===== config.mk =====
export PLATFORM = sky130hd
export DESIGN_NAME = spdif_src_ctrl
export DESIGN_NICKNAME = d
export VERILOG_FILES = /design/src/rtl/spdif_src_pkg.sv /design/src/rtl/spdif_src_fifo.sv /design/src/rtl/spdif_src_cfg.sv /design/src/rtl/spdif_src_omux.sv /design/src/rtl/spdif_src_ctrl.sv
export SDC_FILE = /design/constraint.sdc
export NUM_CORES = 1
export LEC_CHECK = 0
export BUFFER_PORTS_ARGS = -buffer_cell sky130_fd_sc_hd__buf_2
export CORE_MARGIN = 1.5
export CORE_UTILIZATION = 48
export CTS_CLUSTER_DIAMETER = 50
export DETAILED_ROUTE_END_ITERATION = 7
export PLACE_DENSITY = 0.73
export RECOVER_POWER = 25
export SYNTH_ARGS = -nofsm -noshare
export SYNTH_HDL_FRONTEND = slang
export SYNTH_HIERARCHICAL = 1
export SYNTH_SLANG_ARGS = --single-unit

===== constraint.sdc =====
create_clock -name clk_i -period 5.8 [get_ports clk_i]
set_clock_uncertainty 0.1 [all_clocks]
set_input_delay 0.87 -clock clk_i [delete_from_list [all_inputs] [get_ports clk_i]]
set_output_delay 0.87 -clock clk_i [all_outputs]
set_load 0.005 [all_outputs]

===== src/rtl/spdif_src_pkg.sv =====
`timescale 1ns/1ps
package spdif_src_pkg;
  localparam logic [3:0] SRC_PROC = 4'h0;
  localparam logic [3:0] SRC_ZERO = 4'h1;

  localparam logic [2:0] OSEL_OFF = 3'b000;
  localparam logic [2:0] OSEL_TX  = 3'b101;

  localparam logic [1:0] USEL_NONE = 2'b00;
  localparam logic [1:0] USEL_RX   = 2'b01;
  localparam logic [1:0] USEL_GEN  = 2'b11;

  function automatic logic src_is_copy(logic [3:0] s);
    return s[3:2] == 2'b10;
  endfunction

  function automatic logic src_is_zero(logic [3:0] s);
    return (s != SRC_PROC) && !src_is_copy(s);
  endfunction
endpackage


===== src/rtl/spdif_src_fifo.sv =====
`timescale 1ns/1ps
module spdif_src_fifo #(
  parameter int DW    = 24,
  parameter int DEPTH = 4
) (
  input  logic          clk_i,
  input  logic          rst_ni,
  input  logic          clr_i,
  input  logic          wr_i,
  input  logic [DW-1:0] wdata_i,
  input  logic          rd_i,
  output logic [DW-1:0] rdata_o,
  output logic          empty_o,
  output logic          full_o
);
  localparam int AW = (DEPTH > 1) ? $clog2(DEPTH) : 1;
  localparam int CW = $clog2(DEPTH + 1);
  localparam logic [AW-1:0] LAST = AW'(DEPTH - 1);

  logic [DW-1:0] mem_q [DEPTH];
  logic [AW-1:0] wp_q, rp_q;
  logic [CW-1:0] cnt_q;
  logic          do_wr, do_rd;

  function automatic logic [AW-1:0] nxt(logic [AW-1:0] p);
    return (p == LAST) ? '0 : p + AW'(1);
  endfunction

  assign full_o  = cnt_q == CW'(DEPTH);
  assign empty_o = cnt_q == '0;
  assign do_wr   = wr_i && !full_o;
  assign do_rd   = rd_i && !empty_o;
  assign rdata_o = mem_q[rp_q];

  // Reset state: one zero sample at slot 0.
  always_ff @(posedge clk_i or negedge rst_ni) begin
    if (!rst_ni) begin
      rp_q  <= '0;
      wp_q  <= AW'(1);
      cnt_q <= CW'(1);
    end else if (clr_i) begin
      rp_q  <= '0;
      wp_q  <= AW'(1);
      cnt_q <= CW'(1);
    end else begin
      if (do_wr) wp_q <= nxt(wp_q);
      if (do_rd) rp_q <= nxt(rp_q);
      cnt_q <= cnt_q + CW'(do_wr) - CW'(do_rd);
    end
  end

  always_ff @(posedge clk_i or negedge rst_ni) begin
    if (!rst_ni) begin
      for (int i = 0; i < DEPTH; i++) mem_q[i] <= '0;
    end else if (clr_i) begin
      mem_q[0] <= '0;
    end else if (do_wr) begin
      mem_q[wp_q] <= wdata_i;
    end
  end
endmodule


===== src/rtl/spdif_src_cfg.sv =====
`timescale 1ns/1ps
module spdif_src_cfg
  import spdif_src_pkg::*;
(
  input  logic       clk_i,
  input  logic       rst_ni,
  input  logic       ctl_we_i,
  input  logic       ctl_fifo_rst_i,
  input  logic [3:0] ctl_src_i,
  input  logic       ctl_vinv_i,
  input  logic [1:0] ctl_usel_i,
  input  logic [2:0] ctl_osel_i,
  input  logic       wr_evt_i,
  output logic       rst_bit_o,
  output logic       hold_o,
  output logic       in_rst_o,
  output logic [3:0] src_o,
  output logic       vinv_o,
  output logic [1:0] usel_o,
  output logic [2:0] osel_o
);
  logic       rst_q, hold_q, vinv_q;
  logic [3:0] src_q;
  logic [1:0] usel_q;
  logic [2:0] osel_q;
  logic       src_ok;

  assign in_rst_o = rst_q | hold_q;
  assign src_ok   = in_rst_o | ctl_fifo_rst_i;

  always_ff @(posedge clk_i or negedge rst_ni) begin
    if (!rst_ni) begin
      rst_q  <= 1'b1;
      hold_q <= 1'b0;
      src_q  <= SRC_PROC;
      vinv_q <= 1'b0;
      usel_q <= USEL_NONE;
      osel_q <= OSEL_OFF;
    end else if (ctl_we_i) begin
      rst_q  <= ctl_fifo_rst_i;
      // Leaving reset parks in hold until the first sample arrives.
      hold_q <= !ctl_fifo_rst_i && in_rst_o;
      if (src_ok) src_q <= ctl_src_i;
      vinv_q <= ctl_vinv_i;
      usel_q <= ctl_usel_i;
      osel_q <= ctl_osel_i;
    end else if (hold_q && !rst_q && wr_evt_i) begin
      hold_q <= 1'b0;
    end
  end

  assign rst_bit_o = rst_q;
  assign hold_o    = hold_q;
  assign src_o     = src_q;
  assign vinv_o    = vinv_q;
  assign usel_o    = usel_q;
  assign osel_o    = osel_q;
endmodule


===== src/rtl/spdif_src_omux.sv =====
`timescale 1ns/1ps
module spdif_src_omux
  import spdif_src_pkg::*;
#(
  parameter int NCH = 4
) (
  input  logic [2:0]     osel_i,
  input  logic [1:0]     usel_i,
  input  logic [NCH-1:0] ser_in_i,
  input  logic           tx_ser_i,
  input  logic           u_rx_i,
  input  logic           u_gen_i,
  output logic           ser_o,
  output logic           u_o
);
  always_comb begin
    ser_o = 1'b0;
    if (osel_i == OSEL_TX) ser_o = tx_ser_i;
    for (int k = 0; k < NCH; k++) begin
      if (osel_i == 3'(k + 1)) ser_o = ser_in_i[k];
    end
  end

  always_comb begin
    unique case (usel_i)
      USEL_RX:  u_o = u_rx_i;
      USEL_GEN: u_o = u_gen_i;
      default:  u_o = 1'b0;
    endcase
  end
endmodule


===== src/rtl/spdif_src_ctrl.sv =====
`timescale 1ns/1ps
module spdif_src_ctrl
  import spdif_src_pkg::*;
#(
  parameter int DW    = 24,
  parameter int DEPTH = 4,
  parameter int NCH   = 4
) (
  input  logic             clk_i,
  input  logic             rst_ni,
  input  logic             ctl_we_i,
  input  logic             ctl_fifo_rst_i,
  input  logic [3:0]       ctl_src_i,
  input  logic             ctl_vinv_i,
  input  logic [1:0]       ctl_usel_i,
  input  logic [2:0]       ctl_osel_i,
  input  logic             dat_we_i,
  input  logic [DW-1:0]    dat_i,
  input  logic [NCH-1:0]   rx_stb_i,
  input  logic [NCH*DW-1:0] rx_smp_i,
  input  logic             req_i,
  input  logic             clr_urun_i,
  input  logic             clr_orun_i,
  input  logic             u_rx_i,
  input  logic             u_gen_i,
  input  logic [NCH-1:0]   ser_in_i,
  input  logic             tx_ser_i,
  output logic [DW-1:0]    smp_o,
  output logic             smp_stb_o,
  output logic             v_o,
  output logic             u_o,
  output logic             ser_o,
  output logic             urun_o,
  output logic             orun_o,
  output logic             in_rst_o,
  output logic [3:0]       src_o
);
  localparam int CHW = (NCH > 1) ? $clog2(NCH) : 1;

  logic          rst_bit, hold, in_rst, vinv_q;
  logic [3:0]    src_q;
  logic [1:0]    usel_q;
  logic [2:0]    osel_q;
  logic          is_zero, is_copy;
  logic [CHW-1:0] chan;
  logic          wr_evt;
  logic [DW-1:0] wr_data;
  logic          f_clr, f_wr, f_rd, f_empty, f_full;
  logic [DW-1:0] f_rdata;
  logic [DW-1:0] smp_q;
  logic          stb_q, v_q, urun_q, orun_q;
  logic          urun_set, orun_set;

  assign is_zero = src_is_zero(src_q);
  assign is_copy = src_is_copy(src_q);
  assign chan    = CHW'(src_q[1:0]);

  always_comb begin
    wr_evt  = 1'b0;
    wr_data = dat_i;
    if (is_copy) begin
      if (int'(chan) < NCH) begin
        wr_evt  = rx_stb_i[chan];
        wr_data = rx_smp_i[int'(chan)*DW +: DW];
      end
    end else begin
      wr_evt = dat_we_i;
    end
  end

  spdif_src_cfg u_cfg (
    .clk_i          (clk_i),
    .rst_ni         (rst_ni),
    .ctl_we_i       (ctl_we_i),
    .ctl_fifo_rst_i (ctl_fifo_rst_i),
    .ctl_src_i      (ctl_src_i),
    .ctl_vinv_i     (ctl_vinv_i),
    .ctl_usel_i     (ctl_usel_i),
    .ctl_osel_i     (ctl_osel_i),
    .wr_evt_i       (wr_evt),
    .rst_bit_o      (rst_bit),
    .hold_o         (hold),
    .in_rst_o       (in_rst),
    .src_o          (src_q),
    .vinv_o         (vinv_q),
    .usel_o         (usel_q),
    .osel_o         (osel_q)
  );

  // Release write lands in the slot after the zero sample.
  assign f_clr = rst_bit | (hold & !wr_evt) | ctl_we_i & ctl_fifo_rst_i;
  assign f_wr  = wr_evt & !rst_bit & !ctl_we_i;
  assign f_rd  = req_i & !in_rst & !is_zero;

  spdif_src_fifo #(.DW(DW), .DEPTH(DEPTH)) u_fifo (
    .clk_i   (clk_i),
    .rst_ni  (rst_ni),
    .clr_i   (f_clr),
    .wr_i    (f_wr),
    .wdata_i (wr_data),
    .rd_i    (f_rd),
    .rdata_o (f_rdata),
    .empty_o (f_empty),
    .full_o  (f_full)
  );

  assign urun_set = f_rd & f_empty;
  assign orun_set = f_wr & f_full & !in_rst & !is_zero;

  always_ff @(posedge clk_i or negedge rst_ni) begin
    if (!rst_ni) begin
      smp_q  <= '0;
      stb_q  <= 1'b0;
      v_q    <= 1'b0;
      urun_q <= 1'b0;
      orun_q <= 1'b0;
    end else begin
      stb_q  <= req_i;
      if (req_i) begin
        v_q <= vinv_q;
        if (in_rst || is_zero) smp_q <= '0;
        else if (!f_empty)     smp_q <= f_rdata;
      end
      urun_q <= (urun_q & !clr_urun_i) | urun_set;
      orun_q <= (orun_q & !clr_orun_i) | orun_set;
    end
  end

  spdif_src_omux #(.NCH(NCH)) u_omux (
    .osel_i   (osel_q),
    .usel_i   (usel_q),
    .ser_in_i (ser_in_i),
    .tx_ser_i (tx_ser_i),
    .u_rx_i   (u_rx_i),
    .u_gen_i  (u_gen_i),
    .ser_o    (ser_o),
    .u_o      (u_o)
  );

  assign smp_o     = smp_q;
  assign smp_stb_o = stb_q;
  assign v_o       = v_q;
  assign urun_o    = urun_q;
  assign orun_o    = orun_q;
  assign in_rst_o  = in_rst;
  assign src_o     = src_q;
endmodule


==> metrics.md <==
| Metric | Value |
|---|---|
| Layout Nets | between 800 and 900 |
| Reg-to-reg endpoint | u_fifo/cnt_q[2]$_DFF_PN0_ |
| Register bit total from synthesis | 143 |
| Critical Path AT | 4130 ps |
| Sw Share | 26.2% |
| Number of port buffers | approximately 180 |
| Post-synthesis adder-cell area fraction | 1.29% |
| Synth Area in Simple Gates | 3.44% |
| Largest family of logic cells by synthesized area | multiplexers |
| DR pass1 iterations | 4 |
| Routed via count | ~5000 |
| Crit Reg-Reg Startpoint | u_cfg/src_o[3]$_DFFE_PN0P_ |
| Critical Path, Cell by Cell | nor2b_4 -> buf_4 -> nor2_1 -> nor4_2 -> nand2_1 -> ha_1 -> inv_1 -> ha_1 -> inv_1 -> fa_1 -> xor2_1 -> and2_1 -> nor3_1 |
| Post-Synthesis Net Count | 631 |
| Initial antenna violation count | 2 |
| Compound-cell area share of the yosys netlist | 8.56% |
| Root cell of the clock tree | clkbuf_16 |
| CTS tree | yes |
| Worst Reg-to-Reg Cells | 13 |
| Setup CP Type | reg2reg |
| Setup TNS | 0 ps |
| Hold Crit Start | smp_o[8]$_DFFE_PN0P_ |
| Routed WL per cell | 21.5 microns |
| Mux share of post-synthesis cell area | 33.8% |
| Routed WL | 18.3 mm |
| First-pass GRT wire length | 29.5 mm |
| Row cnt | 45 |
| HPWL Detailed | 12.0 mm |
| Clock buffer depth | 2 |
| Gpl congestion | approximately 0.79 |
| Area of the multi-input gates | 3530 sq um |
| Ranking of synthesized cells by area | dfrtp_1 (47%), mux4_2 (13%), mux2_2 (11%) |
| Synth unique cells | 56 |
| Resized Gates After CTS | 0 |
| H-tree Lvls | 4 |
| Post-Synth XOR/XNOR Area | less than 1% |
| Final setup vio count | 0 |
| Core Region | 15100 sq um |
| Slew HR | -66.5% |
| Clock network fraction of total power | 37.9% |
| EDFF count, synth | 0 |
| Hold Path End | smp_o[8]$_DFFE_PN0P_ |
| Antenna Nets Post-Route | 0 |
| Most instantiated cells after synthesis | dfrtp_1 (140), mux2_2 (71), a22o_1 (44), mux4_2 (44), mux2_4 (38) |
| Die height | 127 microns |
| Hold Crit Depth | 1 |
| Post-synth top flop | dfrtp_1 |
| FMAX | 257 MHz |
| RSZ-0062 raised after global routing | no |
| Reg2reg setup slack | 1910 ps |
| Largest net degree at the start of global routing | 103 |
| # DRC | 0 |
| Layout overhead on the synthesized area | 21.1% |
| Yosys Warn Count | 6 |
| FILL cells | 1172 |
| Dpl ws | 1910 ps |
| Crit path depth | 13 |
| DR vias/cell | 5.92 |
| Yosys top cell area share | 47.4% |
| Internal power | 2.09 mW |
| Period utilization | 67.1% |
| Layout cells sized above 1 | 59.5% |
| Synth Instances | between 400 and 500 |
| Final hold vios | 0 |
| Pins over their slew limit | roughly 100 |
| CTS Buf Count | 17 |
| Max VDD drop | 0.222 mV |
| # clock sinks | 143 |
| WP data required | 6030 ps |
| Skew-Pair Late Insertion Delay | 420 ps |
| FFs w/ async S/R, synth | between 90% and 100% |
| Worst path max stage delay | between 800 and 900 ps |
| Run status | complete, but fails checks |
| Clock slew at reported path FFs | 60 ps |
| Cell family with most CP delay | simple AND/OR/NAND/NOR gates |
| Fin util | 59.3% |
| GRT Total Usage | 24.1% |
| Net switching power | 0.743 mW |
| CP max stage cell | nor4_2 |
| Startpoint Class | flop |
| WP buf/inv | 3 |
| Count leader, synth | dfrtp_1 |
| Failing checks | capacitance limit, slew limit |
| Syn_area_per_cell | ~16 sq um |
| Total grt overflow | 0 |
| Vias in the first global route | 5391 |
| Total die area | 16100 sq um |
| I/O pins | ~180 |
| Chip Width | 127 microns |
| Initial drt markers | around 360 |
| Max cap viols | 1 |
| Crit Path Max Fanout | 27 |
| CP endpoint kind | flop |
| Min-Delay Path Class | reg2reg |
| Final min period | 3890 ps |
| Hold Buf Count CTS | 0 |
| Worst-margin pin slew | 2500 ps |
| Post-synthesis sequential area ratio | 48.5% |
| Mapped Area | 7380 sq um |
| Pleak | 4.26 nW |
| Logic pwr share | 18.6% |
| Reg power frac | 43.5% |
| Reg area | approximately 3600 sq um |
| Yosys top cell by area | dfrtp_1 |
| Post-CTS setup buffers | 0 |
| Setup slack after layout | ~1900 ps |
| Initial Util | 48.9% |
| PwrDens | 317 nW/um^2 |
-- worst max path at each step --
| stage | start | end | slack [ps] |
|---|---|---|---|
| after global placement | rx_stb_i[1] | u_fifo/cnt_q[2]$_DFF_PN0_ | 2120 |
| after detailed placement | u_cfg/src_o[2]$_DFFE_PN0P_ | u_fifo/cnt_q[2]$_DFF_PN0_ | 1910 |
| after CTS | u_cfg/src_o[2]$_DFFE_PN0P_ | u_fifo/cnt_q[2]$_DFF_PN0_ | 1910 |
| after global routing | u_cfg/src_o[3]$_DFFE_PN0P_ | u_fifo/cnt_q[2]$_DFF_PN0_ | 1600 |
| after floorplan | rx_stb_i[1] | u_fifo/cnt_q[2]$_DFF_PN0_ | 2450 |
| final | u_cfg/src_o[3]$_DFFE_PN0P_ | u_fifo/cnt_q[2]$_DFF_PN0_ | 1910 |
-- registers in the layout (all words and copies together) (netlist names) --
name / flops
smp_stb_o: 1
u_fifo/rp_q: 2
u_cfg/rst_bit_o: 1
smp_o: 24
u_cfg/vinv_o: 1
urun_o: 1
u_cfg/hold_o: 1
orun_o: 1
u_fifo/wp_q: 2
u_fifo/mem_q: 96
u_fifo/cnt_q: 3
u_cfg/osel_o: 3
u_cfg/usel_o: 2
u_cfg/src_o: 4
v_o: 1
-- metal layers --
layer  up-vias  track usage, %  share of wire [%]
li1       2189               -                  -
met3        31            5.19                6.7
met4         2            9.49                1.9
met5         -               0              0.087
met2       200            40.9                 52
met1      2617            30.4                 39
-- worst reg2reg max path: stages, from the launching register on --
cell     delay, ps
dfrtp_1        430
nor2b_4        170
buf_4          460
nor2_1         140
nor4_2         880
nand2_1        210
ha_1           330
inv_1           50
ha_1           130
inv_1           50
fa_1           390
xor2_1         170
and2_1         160
nor3_1         140
-- cell type report --
| cell class | count | share of cell area (%) |
|---|---|---|
| inverter | 9 | 0.378 |
| tap | 188 | 2.63 |
| multi-input combinational | 287 | 39.5 |
| clock inverter | 11 | 1.27 |
| antenna | 1 | 0.0280 |
| sequential | 143 | 40.1 |
| clock buffer | 21 | 5.26 |
| timing repair buffer | 191 | 10.9 |
-- kinds of logic after synthesis --
kind of cell	after synthesis
flops	143
xor+xnor	2
compound gates	76
fa+ha+maj	7
mux	160
buf+inv	45
simple gates	42
-- stage by stage --
step / hold WS, ps / area, sq um / total power, mW / cells
floorplan: 368 / 7380 / 1.59 / 475
global placement: 378 / 8360 / 1.73 / 818
detailed placement: 383 / 8360 / 1.77 / 818
CTS: 398 / 8950 / 2.85 / 850
global route: 412 / 8940 / 2.96 / 851
finish: 391 / 8940 / 2.84 / 851
-- power groups by stage --
stage,Sequential [mW],Clock (mW),Combinational (mW)
3_3_place_gp,1.23,0,0.505
5_1_grt,1.25,1.13,0.573
2_1_floorplan,1.21,0,0.385
6_report,1.23,1.07,0.527
3_5_place_dp,1.25,0,0.527
4_1_cts,1.23,1.09,0.532
-- cells in the final DEF, fill, tap and decap left out, types with 4 or more instances in the layout --
master	netlist	routed
inv_1	8	8
dfrtp_1	140	138
clkbuf_16	0	17
clkinv_2	0	6
mux4_1	4	4
mux2_4	38	38
nand4_1	4	4
buf_4	10	8
mux2_2	71	71
a21oi_1	8	8
o21ai_0	5	5
mux4_2	44	44
ha_1	6	6
nor2_1	8	8
a22o_1	44	44
buf_2	10	180
nand2_1	6	6
No activity file was read; power rests on OpenSTA's default activity.
